**src/rtl/rdg_pkg.sv**
```systemverilog
package rdg_pkg;
  localparam int unsigned RDG_DIGITS = 10;
  localparam int unsigned RDG_DW     = $clog2(RDG_DIGITS);
  localparam int unsigned RDG_SEG_W  = 7;

  typedef logic [RDG_DW-1:0]    digit_t;
  typedef logic [RDG_SEG_W-1:0] seg_t;

  // Active-high segment pattern packed as {g,f,e,d,c,b,a}.
  function automatic seg_t digit_to_seg(input digit_t d);
    seg_t s;
    case (d)
      4'd0:    s = 7'h3F;
      4'd1:    s = 7'h06;
      4'd2:    s = 7'h5B;
      4'd3:    s = 7'h4F;
      4'd4:    s = 7'h66;
      4'd5:    s = 7'h6D;
      4'd6:    s = 7'h7D;
      4'd7:    s = 7'h07;
      4'd8:    s = 7'h7F;
      4'd9:    s = 7'h6F;
      default: s = 7'h00;
    endcase
    return s;
  endfunction
endpackage

```
**src/rtl/rdg_rst_sync.sv**
```systemverilog
module rdg_rst_sync #(
  parameter int unsigned STAGES = 2
) (
  input  logic clk_i,
  input  logic rst_ni,
  output logic rst_no
);
  logic [STAGES-1:0] chain_q;
  logic [STAGES-1:0] chain_d;

  always_comb begin
    chain_d = {chain_q[STAGES-2:0], 1'b1};
  end

  always_ff @(posedge clk_i or negedge rst_ni) begin
    if (!rst_ni) chain_q <= '0;
    else         chain_q <= chain_d;
  end

  assign rst_no = chain_q[STAGES-1];
endmodule

```
**src/rtl/rdg_level_sync.sv**
```systemverilog
module rdg_level_sync #(
  parameter int unsigned STAGES    = 2,
  parameter logic        RESET_VAL = 1'b0
) (
  input  logic clk_i,
  input  logic rst_ni,
  input  logic d_i,
  output logic q_o
);
  logic [STAGES-1:0] stage_q;
  logic [STAGES-1:0] stage_d;

  always_comb begin
    stage_d = {stage_q[STAGES-2:0], d_i};
  end

  always_ff @(posedge clk_i or negedge rst_ni) begin
    if (!rst_ni) stage_q <= {STAGES{RESET_VAL}};
    else         stage_q <= stage_d;
  end

  assign q_o = stage_q[STAGES-1];
endmodule

```
**src/rtl/rdg_decade_cnt.sv**
```systemverilog
module rdg_decade_cnt
  import rdg_pkg::*;
#(
  parameter int unsigned MODULUS = RDG_DIGITS
) (
  input  logic   clk_i,
  input  logic   rst_ni,
  input  logic   en_i,
  output digit_t cnt_o,
  output logic   wrap_o
);
  localparam digit_t LAST = digit_t'(MODULUS - 1);

  digit_t cnt_q, cnt_d;
  logic   at_last;

  always_comb begin
    at_last = (cnt_q == LAST);
    cnt_d   = cnt_q;
    if (en_i) begin
      if (at_last) cnt_d = '0;
      else         cnt_d = cnt_q + 1'b1;
    end
  end

  always_ff @(posedge clk_i or negedge rst_ni) begin
    if (!rst_ni) cnt_q <= '0;
    else         cnt_q <= cnt_d;
  end

  assign cnt_o  = cnt_q;
  assign wrap_o = en_i & at_last;

  assert_digit_range_R2: assert property (@(posedge clk_i) disable iff (!rst_ni)
    cnt_q <= LAST);
  assert_step_R2: assert property (@(posedge clk_i) disable iff (!rst_ni)
    (en_i && cnt_q != LAST) |=> cnt_q == $past(cnt_q) + 1'b1);
  assert_hold_R3: assert property (@(posedge clk_i) disable iff (!rst_ni)
    !en_i |=> $stable(cnt_q));
  assert_wrap_R7: assert property (@(posedge clk_i) disable iff (!rst_ni)
    (en_i && cnt_q == LAST) |=> cnt_q == '0);
endmodule

```
**src/rtl/rdg_onehot_ring.sv**
```systemverilog
module rdg_onehot_ring #(
  parameter int unsigned LINES = 10
) (
  input  logic             clk_i,
  input  logic             rst_ni,
  input  logic             en_i,
  input  logic             resync_i,
  output logic [LINES-1:0] line_o
);
  localparam logic [LINES-1:0] HOME = LINES'(1);

  logic [LINES-1:0] ring_q, ring_d;

  always_comb begin
    ring_d = ring_q;
    if (resync_i)  ring_d = HOME;
    else if (en_i) ring_d = {ring_q[LINES-2:0], ring_q[LINES-1]};
  end

  always_ff @(posedge clk_i or negedge rst_ni) begin
    if (!rst_ni) ring_q <= HOME;
    else         ring_q <= ring_d;
  end

  assign line_o = ring_q;

  assert_single_line_R6: assert property (@(posedge clk_i) disable iff (!rst_ni)
    $countones(ring_q) == 1);
  assert_ring_hold_R3: assert property (@(posedge clk_i) disable iff (!rst_ni)
    (!en_i && !resync_i) |=> $stable(ring_q));
  assert_resync_home_R7: assert property (@(posedge clk_i) disable iff (!rst_ni)
    resync_i |=> ring_q == HOME);
endmodule

```
**src/rtl/rdg_seg_drive.sv**
```systemverilog
module rdg_seg_drive
  import rdg_pkg::*;
(
  input  logic   show_i,
  input  digit_t digit_i,
  output seg_t   seg_o
);
  always_comb begin
    seg_o = '0;
    if (show_i) seg_o = digit_to_seg(digit_i);
  end
endmodule

```
**src/rtl/rand_digit_gate.sv**
```systemverilog
module rand_digit_gate
  import rdg_pkg::*;
#(
  parameter int unsigned SYNC_STAGES = 2,
  parameter int unsigned RST_STAGES  = 2
) (
  input  logic                 clk_i,
  input  logic                 rst_ni,
  input  logic                 ctrl_i,
  output logic [RDG_SEG_W-1:0] seg_o,
  output logic                 disp_en_o,
  output logic [RDG_DIGITS-1:0] target_o
);
  logic   rst_int_n;
  logic   reveal;
  logic   count_en;
  logic   wrap;
  digit_t digit;
  logic [RDG_DIGITS-1:0] lines;

  rdg_rst_sync #(.STAGES(RST_STAGES)) u_rst_sync (
    .clk_i  (clk_i),
    .rst_ni (rst_ni),
    .rst_no (rst_int_n)
  );

  rdg_level_sync #(.STAGES(SYNC_STAGES), .RESET_VAL(1'b0)) u_ctrl_sync (
    .clk_i  (clk_i),
    .rst_ni (rst_int_n),
    .d_i    (ctrl_i),
    .q_o    (reveal)
  );

  assign count_en = ~reveal;

  rdg_decade_cnt #(.MODULUS(RDG_DIGITS)) u_digit_cnt (
    .clk_i  (clk_i),
    .rst_ni (rst_int_n),
    .en_i   (count_en),
    .cnt_o  (digit),
    .wrap_o (wrap)
  );

  rdg_onehot_ring #(.LINES(RDG_DIGITS)) u_target_ring (
    .clk_i    (clk_i),
    .rst_ni   (rst_int_n),
    .en_i     (count_en),
    .resync_i (wrap),
    .line_o   (lines)
  );

  rdg_seg_drive u_seg_drive (
    .show_i  (reveal),
    .digit_i (digit),
    .seg_o   (seg_o)
  );

  assign disp_en_o = reveal;
  assign target_o  = lines;

  assert_target_match_R6: assert property (@(posedge clk_i) disable iff (!rst_int_n)
    lines[digit] == 1'b1);
  assert_blank_when_hidden_R4: assert property (@(posedge clk_i) disable iff (!rst_int_n)
    !disp_en_o |-> seg_o == '0);
  assert_lit_when_shown_R5: assert property (@(posedge clk_i) disable iff (!rst_int_n)
    disp_en_o |-> seg_o != '0);
endmodule

```
**config.mk**
```make
export PLATFORM = sky130hd
export DESIGN_NAME = rand_digit_gate
export DESIGN_NICKNAME = d
export VERILOG_FILES = /design/src/rtl/rdg_pkg.sv /design/src/rtl/rdg_rst_sync.sv /design/src/rtl/rdg_level_sync.sv /design/src/rtl/rdg_decade_cnt.sv /design/src/rtl/rdg_onehot_ring.sv /design/src/rtl/rdg_seg_drive.sv /design/src/rtl/rand_digit_gate.sv
export SDC_FILE = /design/constraint.sdc
export NUM_CORES = 1
export LEC_CHECK = 0
export ABC_AREA = 0
export BUFFER_PORTS_ARGS = -buffer_cell sky130_fd_sc_hd__buf_2
export CORE_UTILIZATION = 55
export CTS_BUF_LIST = sky130_fd_sc_hd__clkbuf_8 sky130_fd_sc_hd__clkbuf_16
export CTS_CLUSTER_SIZE = 8
export DETAILED_ROUTE_END_ITERATION = 8
export GPL_ROUTABILITY_DRIVEN = 1
export PLACE_DENSITY = 0.83
export SLEW_MARGIN = 15
export SYNTH_ARGS = -nofsm -noshare
export SYNTH_HDL_FRONTEND = slang
export SYNTH_HIERARCHICAL = 1
export SYNTH_SLANG_ARGS = --single-unit
```
**constraint.sdc**
```tcl
create_clock -name clk_i -period 3.8 [get_ports clk_i]
set_clock_uncertainty 0.2 [all_clocks]
set_input_delay 0.38 -clock clk_i [delete_from_list [all_inputs] [get_ports clk_i]]
set_output_delay 0.38 -clock clk_i [all_outputs]
set_load 0.02 [all_outputs]
```
; ---- Yosys cells after proc, flatten, opt, wreduce, memory -nomap -nowiden
; Memory sizes are Yosys's and may differ from the RTL's.
; Cells that the tools add are included.
[totals]
ff_bits = 18
mem_bits_ro = 112
in_bits = 3
output_inout_bits = 18
word_cells = 14
memories = 1
[mem_list]
columns = name, depth, word_bits, rd, rd_ports_with_merged_regs, write_ports, line_no
row1 = (name not given), 16, 7, 1, 0, 0, rdg_pkg.sv:12  ; case (d)
[classes]
addsub = 1
n_eq_ne = 2
muxes = 4
bitwise_logic = 2
[op_table]
columns = cell, count
row1 = 2-to-1 mux 10 bit, 2
row2 = 2-to-1 mux 7 bit, 1
row3 = adder 4 x 1 -> 4 bit (second input constant), 1
row4 = equality test 4 bit (second input constant), 1
row5 = 2-to-1 mux 4 bit, 1
row6 = != test 2 x 1 -> 1 bit (second input constant), 1
row7 = AND 1 bit, 1
row8 = NOT 1 bit, 1

; ---- Depth between registers and ports, before layout
; Gate-level depths: netlist of the first run.
[depth]
depth_word = 3
depth_mapped = 5

; ---- Hierarchy
; Netlist of the first run, hierarchy kept.
[by_module_without_submodules]
columns = module, n_inst, cells_per_inst, area_each_um2, seq_area_each_um2
row1 = rdg_onehot_ring, 1, 32, 406.6, 251.5
row2 = rdg_seg_drive, 1, 31, 226.5, 0.0
row3 = rdg_decade_cnt, 1, 17, 187.7, 100.1
row4 = rdg_rst_sync, 1, 3, 53.8, 50.0
row5 = rdg_level_sync, 1, 2, 50.0, 50.0
row6 = rand_digit_gate, 1, 1, 3.8, 0.0

; ---- Least setup slack after synthesis of the first run
; No wires, ideal clock.
[synth_path]
kind = register -> output
startpoint = register u_digit_cnt.cnt_q[1] (netlist: u_digit_cnt/cnt_o[1])
endpoint = output port seg_o[3]
arrival_ns = 1.482
required_ns = 3.220
path_slack_ns = 1.738
stages_incl_launch_ff = 5
cell_sequence = dfrtp_1 inv_1 ha_1 nand2_1 o21ai_0
[synth_via]
elab_chain_cells = 2
[synth_rtl]
columns = item, line_no
row1 = "start, declared", rdg_decade_cnt.sv:14  ; digit_t cnt_q, cnt_d;
row2 = "start signal, assigned", rdg_decade_cnt.sv:28  ; else cnt_q <= cnt_d;
row3 = memory (16 x 7 bit), n/a
row4 = 2-to-1 mux 7 bit, rdg_seg_drive.sv:10  ; if (show_i) seg_o = digit_to_seg(digit_i);
row5 = "end, declared", rand_digit_gate.sv:10  ; output logic [RDG_SEG_W-1:0] seg_o,
; Every way passes these cells.

; ---- Final worst setup path of the first run
[layout_path]
startpoint = register u_ctrl_sync.stage_q[1]
endpoint = register u_target_ring.ring_q[8] (netlist: u_target_ring/line_o[8])
[layout_via]
elab_chain_cells = 3
word_cells_on_any_way = 4
classes_between = eq/ne (1) / mux (1) / bitwise (2)
[layout_rtl]
columns = item, line_no
row1 = "start, declared", rdg_level_sync.sv:10  ; logic [STAGES-1:0] stage_q;
row2 = "start signal, assigned", rdg_level_sync.sv:18  ; if (!rst_ni) stage_q <= {STAGES{RESET_VAL}};
row3 = "start signal, assigned", rdg_level_sync.sv:19  ; else stage_q <= stage_d;
row4 = NOT 1 bit (*), rand_digit_gate.sv:34  ; assign count_en = ~reveal;
row5 = net count_en, rand_digit_gate.sv:16  ; logic count_en;
row6 = AND 1 bit (*), rdg_decade_cnt.sv:32  ; assign wrap_o = en_i & at_last;
row7 = net wrap, rand_digit_gate.sv:17  ; logic wrap;
row8 = != test 2 x 1 -> 1 bit (no source line) / 2-to-1 mux 10 bit (equally long branches), n/a
row9 = "end signal, assigned", rdg_onehot_ring.sv:22  ; else ring_q <= ring_d;
row10 = "end, declared", rdg_onehot_ring.sv:12  ; logic [LINES-1:0] ring_q, ring_d;
; Mark *: on every way through the listed nets, which the timed path passes. The rest lies on a longest branch.
; A chain may end at the register's enable or synchronous reset.

==> results of run 1 <==
[cell usage in the layout (no fill, tap or decap), drive strengths merged, types with 4 or more instances in the layout]
cell	count
ha	5
dfrtp	17
buf	20
inv	5
nor2	10
mux2i	11
clkbuf	4
o21ai	6
nor2b	4
nand2	4
[cell families (layout without fill, tap and decap cells)]
group	count (synthesis)	count (layout)
other	1	1
AO/OA/AOI/OAI	13	13
adder cells (fa/ha/maj)	5	5
buffers and inverters	8	30
XOR/XNOR	3	3
flip-flops	18	18
multiplexers	11	11
AND/OR/NAND/NOR	27	27
[power breakdown]
| part | leakage, µW | internal [µW] | switching [µW] |
|---|---|---|---|
| clock network | 0.0000288 | 91.9 | 59.4 |
| logic | 0.000354 | 181 | 253 |
| registers | 0.000228 | 263 | 101 |
| total | 0.000611 | 536 | 413 |
[area by class of cell]
type | instances | share of cell area (%)
Timing Repair Buffer | 21 | 10.1
Inverter | 5 | 1.73
Sequential cell | 18 | 41.6
Clock buffer | 4 | 5.07
Multi-Input combinational cell | 60 | 39.6
Tap cell | 16 | 1.84
[worst min-delay path by stage]
stage / slack [ns] / endpoint / cells after the start
2_1_floorplan: -0.12 / u_rst_sync/chain_q[0] / 0
3_3_place_gp: -0.04 / u_rst_sync/chain_q[1] / 1
3_5_place_dp: -0.03 / u_rst_sync/chain_q[1] / 1
4_1_cts: 0.03 / u_ctrl_sync/stage_q[0] / 1
5_1_grt: 0.02 / u_ctrl_sync/stage_q[0] / 1
6_report: 0.04 / u_ctrl_sync/stage_q[0] / 1
[worst register-to-register path: cells and delay by family (launching register included)]
kind / cells / cell delay [ns]
buf+inv: 1 / 0.49
flops: 1 / 0.47
simple gates: 3 / 1.15
[registers in the layout, indices dropped and copies added (netlist names)]
name and flops:
u_rst_sync/chain_q 2, u_ctrl_sync/stage_q 2, u_digit_cnt/cnt_o 4, u_target_ring/line_o 10
[stage by stage]
step / instances / hold slack (ns) / setup WS (ns) / cell area (µm²) / utilization (%)
global route: 124 / 0.0175 / 1.19 / 1090 / 70.5
floorplan: 86 / -0.116 / 1.74 / 928 / -
finish: 124 / 0.0355 / 1.34 / 1090 / 70.5
CTS: 124 / 0.0276 / 1.34 / 1090 / 70.5
detailed placement: 119 / -0.0338 / 1.35 / 1020 / 66.2
global placement: 119 / -0.0351 / 1.40 / 1020 / 66.2
[what timing repair did]
action | CTS | global route
setup endpoints to repair | 0 | 0
endpoints found under the hold margin | 2 | 0
hold buffers | 1 | 0
[layer usage]
| metal | share of wire (%) | GRT usage, % | routed length, µm |
|---|---|---|---|
| met1 | 47 | 25.8 | 728 |
| met2 | 47 | 28.7 | 724 |
| met3 | 5.3 | 7.66 | 81 |
| met4 | 0.52 | 5.45 | 8 |
| met5 | 0 | 0 | 0 |
==> metrics.md, run 1 <==
| Metric | Value |
|---|---|
| Critical path type | reg -> reg |
| # diodes | 0 |
| Compound-gate portion of the synthesized area | under 10% |
| CP endpoint | u_target_ring/line_o[8] |
| Worst Reg-to-Reg Cells | 4 |
| Least-Margin Pin Slew | ~1.0 ns |
| FP Rows | 14 |
| Slew margin rel. | a little under a third |
| F_max | between 400 and 500 MHz |
| GRT Overall Usage | 19.2% |
| Xor/xnor cell area share of the yosys netlist | 2.83% |
| Tcrit/Tclk final | 64.9% |
| Max-Cap Viols | 0 |
| Antenna violations before repair | 0 |
| Synth area leader | dfrtp_1 |
| Core Footprint | between 0.0015 and 0.002 mm² |
| Post-synth EDFFs | 0 |
| DIE AREA | 0.00186 mm² |
| Cell Pwr Density | 873 mW/mm² |
| Deepest clock path buffer count | 2 |
| Post-synth top cells | dfrtp_1 (17), mux2i_1 (11), nor2_1 (10) |
| Mux cell area share after synthesis | 11.9% |
| Post-synthesis register bit count | 18 |
| Slew Viols, Final | 0 |
| CTS sink cnt | 18 |
| Crit Path Max Fanout | 15 |
| Synth Area in Adders | 6.74% |
| Post-synth cell types | 29 |
| Final hold vios | 0 |
| First drt pass iteration count | 4 |
| Reg area | about 450 µm² |
| Total global routing overflow | 0 |
| R2R Path End | u_target_ring/line_o[8] |
| Cts repair resizes | 0 |
| Root buf cell | clkbuf_8 |
| Final ANT Viol Nets | 0 |
| Max incr delay on CP | 0.86 ns |
| Origin of the critical flop-to-flop path | u_ctrl_sync/stage_q[1] |
| Crit. End Element | flop |
| Post-DP HPWL | between 1000 and 1500 µm |
| Share of post-route cells with drive strength above 1 | about a quarter |
| GPL Wtd Cong | 0.790 |
| Total detailed-routing wirelength | 1540 µm |
| Critical Path AT | between 2 and 2.5 ns |
| Clock Latency Late Sink | 0.25 ns |
| Yosys warning count | 6 |
| HP Class | in -> reg |
| First-pass GRT wire length | 2650 µm |
| Endpoints failing setup | 0 |
| CTS tree | done |
| Area share of the largest cell type after synthesis | 45.8% |
| Initial DRC Count | 17 |
| Via count | between 600 and 700 |
| Syn nets | 94 |
| Post-synthesis cell count | between 80 and 90 |
| RSZ-0062 raised after global routing | false |
| Vias in the first global route | 645 |
| CTS H-tree lvls | 1 |
| Required time worst endpoint | about 3.7 ns |
| Leak | roughly 0.0006 µW |
| Postcts setup bufs | 0 |
| DRC viols | 0 |
| Largest net degree at the start of global routing | 17 |
| WL/cell | approximately 12 µm |
| Peak supply drop | between 0.4 and 0.5 mV |
| Setup slack, reg-to-reg | between 1 and 1.5 ns |
| Top-count cell post-synth | dfrtp_1 |
| Beginning of the worst hold path | ctrl_i |
| Vias per cell | about 5.3 |
| Stages on worst setup path | 4 |
| Multi-input gate area | 430 µm² |
| Fillcell total | around 110 |
| I/O pins | 21 |
| Crit start category | flop |
| Worst path slowest cell | nor3b_1 |
| Fin nets | 117 |
| Input/output buffers | 20 |
| Fin Setup TNS | 0 ns |
| Total power | about 950 µW |
| Die Span Y | around 43 µm |
| Initial Utilization | between 60% and 70% |
| Worst-path clk slew | roughly 0.060 ns |
| Post-Synth Simple-Gate Area | around 16% |
| Largest family of logic cells by synthesized area | simple AND/OR/NAND/NOR gates |
| Post-Syn Area | approximately 930 µm² |
| Die X | around 43 µm |
| Area delta synth->final | 17.0% |
| Sequential-to-total area share from yosys stat | between 40% and 50% |
| Kind of cell adding the most delay to the critical path | simple AND/OR/NAND/NOR gates |
| CTS buffer count | 3 |
| Synth top area cells | dfrtp_1 (46%), mux2i_1 (12%), ha_1 (6.7%) |
| Syn Area/Cell | between 10 and 15 µm² |
| Post-synth top flop | dfrtp_1 |
| Min Tclk post-route | 2.46 ns |
| Worst setup path start | u_ctrl_sync/stage_q[1] |
| Cell Chain, Critical Path | inv_1 > nand2_2 > nor3b_1 > nor2_1 |
| Share of flip-flops with an asynchronous set or reset | 100% |
| CP Buf/Inv Count | 1 |
| Status | finished, final reports clean |
Note: power is estimated with default switching activity, not from simulation.
==> inputs of run 2 (changes only) <==
--- a/config.mk
+++ b/config.mk
@@ -7,12 +7,12 @@
 export LEC_CHECK = 0
 export ABC_AREA = 0
 export BUFFER_PORTS_ARGS = -buffer_cell sky130_fd_sc_hd__buf_2
-export CORE_UTILIZATION = 55
+export CORE_UTILIZATION = 51
 export CTS_BUF_LIST = sky130_fd_sc_hd__clkbuf_8 sky130_fd_sc_hd__clkbuf_16
 export CTS_CLUSTER_SIZE = 8
 export DETAILED_ROUTE_END_ITERATION = 8
 export GPL_ROUTABILITY_DRIVEN = 1
-export PLACE_DENSITY = 0.83
+export PLACE_DENSITY = 0.78
 export SLEW_MARGIN = 15
 export SYNTH_ARGS = -nofsm -noshare
 export SYNTH_HDL_FRONTEND = slang
==> constraint.sdc (replaced) <==
create_clock -name clk_i -period 2.4 [get_ports clk_i]
set_clock_uncertainty 0.2 [all_clocks]
set_input_delay 0.24 -clock clk_i [delete_from_list [all_inputs] [get_ports clk_i]]
set_output_delay 0.24 -clock clk_i [all_outputs]
set_load 0.02 [all_outputs]
==> run 2 against run 1 <==
  * Die area increased by 7.5%
  * First-iteration DRC count decreased by 41%
  * Cell area increased by 3.3%
  * Register-to-register slack got worse by 0.66 ns
  * Via count increased by 2.9%
  * Worst hold slack improved by 0.019 ns
  * Core utilization decreased by 4.7 points
  * Sequential power increased by 59%
  * Critical path type is now reg -> out
==> metrics.md, run 2 (same netlist as run 1, synthesis figures left out) <==
| Metric | Value |
|---|---|
| Slew margin rel. | 59.3% (was 31.6%) |
| Most frequent cells in the layout | buf_2 (20), dfrtp_1 (17), mux2i_1 (11) (unchanged) |
| DRC viols | 0 (unchanged) |
| GPL Wtd Cong | 0.823 (was 0.790) |
| CTS H-tree lvls | 1 (unchanged) |
| Origin of the critical flop-to-flop path | u_ctrl_sync/stage_q[1] (unchanged) |
| Post-DP HPWL | 1150 µm (was 1120 µm) |
| Min Tclk post-route | approximately 2.2 ns |
| Vias in the first global route | 559 (was 645) |
| WL/cell | 11.3 µm (was 12.4 µm) |
| Setup slack, reg-to-reg | 0.68 ns (was 1.34 ns) |
| Die X | 44.7 µm (was 43.1 µm) |
| Final ANT Viol Nets | 0 (unchanged) |
| Cell Chain, Critical Path | inv_1 > ha_1 > nand2_1 > o21ai_0 > buf_2 (was inv_1 > nand2_2 > nor3b_1 > nor2_1) |
| Critical Path AT | 1.73 ns (was 2.35 ns) |
| Highest metal used | met3 (was met4) |
| Worst Reg-to-Reg Cells | 5 (was 4) |
| Via count | 671 (was 652) |
| Clock Latency Late Sink | 0.24 ns (was 0.25 ns) |
| First drt pass iteration count | 4 (unchanged) |
| Kind of cell adding the most delay to the critical path | flip-flops (was simple AND/OR/NAND/NOR gates) |
| Worst-path clk slew | 0.06 ns (about the same) |
| Worst path slowest cell | dfrtp_1 (was nor3b_1) |
| Vias per cell | 4.93 (was 5.26) |
| Area delta synth->final | 20.9% (was 17.0%) |
| Initial DRC Count | 10 (was 17) |
| M1 wire length | 713 µm (was 728 µm) |
| Multi-input gate area | 430 µm² (unchanged) |
| CTS sink cnt | 18 (unchanged) |
| Antenna violations before repair | 0 (unchanged) |
| First-pass GRT wire length | 2480 µm (was 2650 µm) |
| Metal3 WL | 52 µm (was 81 µm) |
| Crit. End Element | output pin (was flop) |
| Endpoints failing setup | 0 (unchanged) |
| Status | finished, final reports clean (unchanged) |
| Largest net degree at the start of global routing | 17 (unchanged) |
| Crit start category | flop (unchanged) |
| I/O pins | 21 (unchanged) |
| Total detailed-routing wirelength | 1530 µm (was 1540 µm) |
| HP Class | reg -> async (was in -> reg) |
| Max FFs per register | 10 (unchanged) |
| Input/output buffers | 20 (unchanged) |
| Crit Path Max Fanout | 13 (was 15) |
| Max incr delay on CP | 0.58 ns (was 0.86 ns) |
| Fin nets | 120 (was 117) |
| Commonest non-fill, non-tap cell in the layout | buf_2 (unchanged) |
| Initial Utilization | 54.4% (was 60.2%) |
| DIE AREA | 0.00199 mm² (was 0.00186 mm²) |
| GRT Overall Usage | 16.7% (was 19.2%) |
| Slew Viols, Final | 0 (unchanged) |
| CP Buf/Inv Count | 2 (was 1) |
| Cts repair resizes | 0 (unchanged) |
| Max-Cap Viols | 0 (unchanged) |
| Least-Margin Pin Slew | 0.611 ns (was 1.02 ns) |
| Total global routing overflow | 0 (unchanged) |
| # diodes | 0 (unchanged) |
| RSZ-0062 raised after global routing | false (unchanged) |
| FP Rows | 15 (was 14) |
| Peak supply drop | 0.749 mV (was 0.460 mV) |
| Final hold vios | 0 (unchanged) |
| Tcrit/Tclk final | between 90% and 100% |
| Reg area | 452 µm² (unchanged) |
| Core Footprint | 0.00171 mm² (was 0.00154 mm²) |
| CTS tree | done (unchanged) |
| Cell Pwr Density | 1340 mW/mm² (was 873 mW/mm²) |
| Root buf cell | clkbuf_8 (unchanged) |
| Fin Setup TNS | 0 ns (unchanged) |
| CTS buffer count | 3 (unchanged) |
| Detail Route met2 WL | 765 µm (was 724 µm) |
| Fillcell total | 142 (was 114) |
| R2R Path End | u_target_ring/line_o[4] (was u_target_ring/line_o[8]) |
| Critical path type | reg -> out (was reg -> reg) |
| Worst hold margin | 0.0543 ns (was 0.0355 ns) |
| Required time worst endpoint | 1.96 ns (was 3.69 ns) |
| Share of post-route cells with drive strength above 1 | 27.0% (was 25.9%) |
| Die Span Y | 44.7 µm (was 43.1 µm) |
| Leak | 0.000625 µW (was 0.000611 µW) |
| Deepest clock path buffer count | 2 (unchanged) |
| F_max | roughly 460 MHz |
run 2: final cells by class:
class                           count  area share (%)
Clock buffer                        4            4.91
Inverter                            5            1.67
Multi-Input combinational cell     60            38.3
Sequential cell                    18            40.2
Tap cell                           25            2.79
Timing Repair Buffer               24            12.0
run 2: per-stage QoR:
step	std cells	power, µW	utilization [%]	setup slack, ns	area [µm²]
final	136	1500	65.7	0.234	1120
after detailed placement	130	1270	61.3	0.515	1050
after CTS	136	1510	65.7	0.242	1120
after global placement	130	1240	61.3	0.601	1050
after floorplan	86	1070	-	0.478	928
after global routing	136	1610	65.7	0.123	1120
run 2: report_power, final:
part / total [µW] / internal, µW / switching [µW]
clock: 237 / 145 / 91.3
sequential: 577 / 416 / 161
combinational: 688 / 291 / 397
total: 1500 / 852 / 649
run 2: worst max-delay path by stage:
stage / start / end / slack, ns / depth (start not counted)
floorplan: u_digit_cnt/cnt_o[1] / seg_o[3] / 0.48 / 4
global placement: u_digit_cnt/cnt_o[1] / seg_o[1] / 0.60 / 5
detailed placement: u_digit_cnt/cnt_o[1] / seg_o[3] / 0.52 / 5
CTS: u_digit_cnt/cnt_o[1] / seg_o[3] / 0.24 / 5
global route: u_digit_cnt/cnt_o[1] / seg_o[3] / 0.12 / 5
finish: u_digit_cnt/cnt_o[1] / seg_o[3] / 0.23 / 5
run 2: routing by layer:
layer / vias up / global-route usage (%)
met1: 319 / 24.7
met5: - / 0
li1: 335 / -
met3: 0 / 2.45
met4: 0 / 2.42
met2: 17 / 26.8
run 2: what timing repair did:
| item | 4_1_cts | 5_1_grt |
|---|---|---|
| endpoints found under the hold margin | 3 | 0 |
| buffers inserted | 0 | 0 |
| hold buffers | 2 | 0 |
| endpoints found under the setup margin | 0 | 0 |
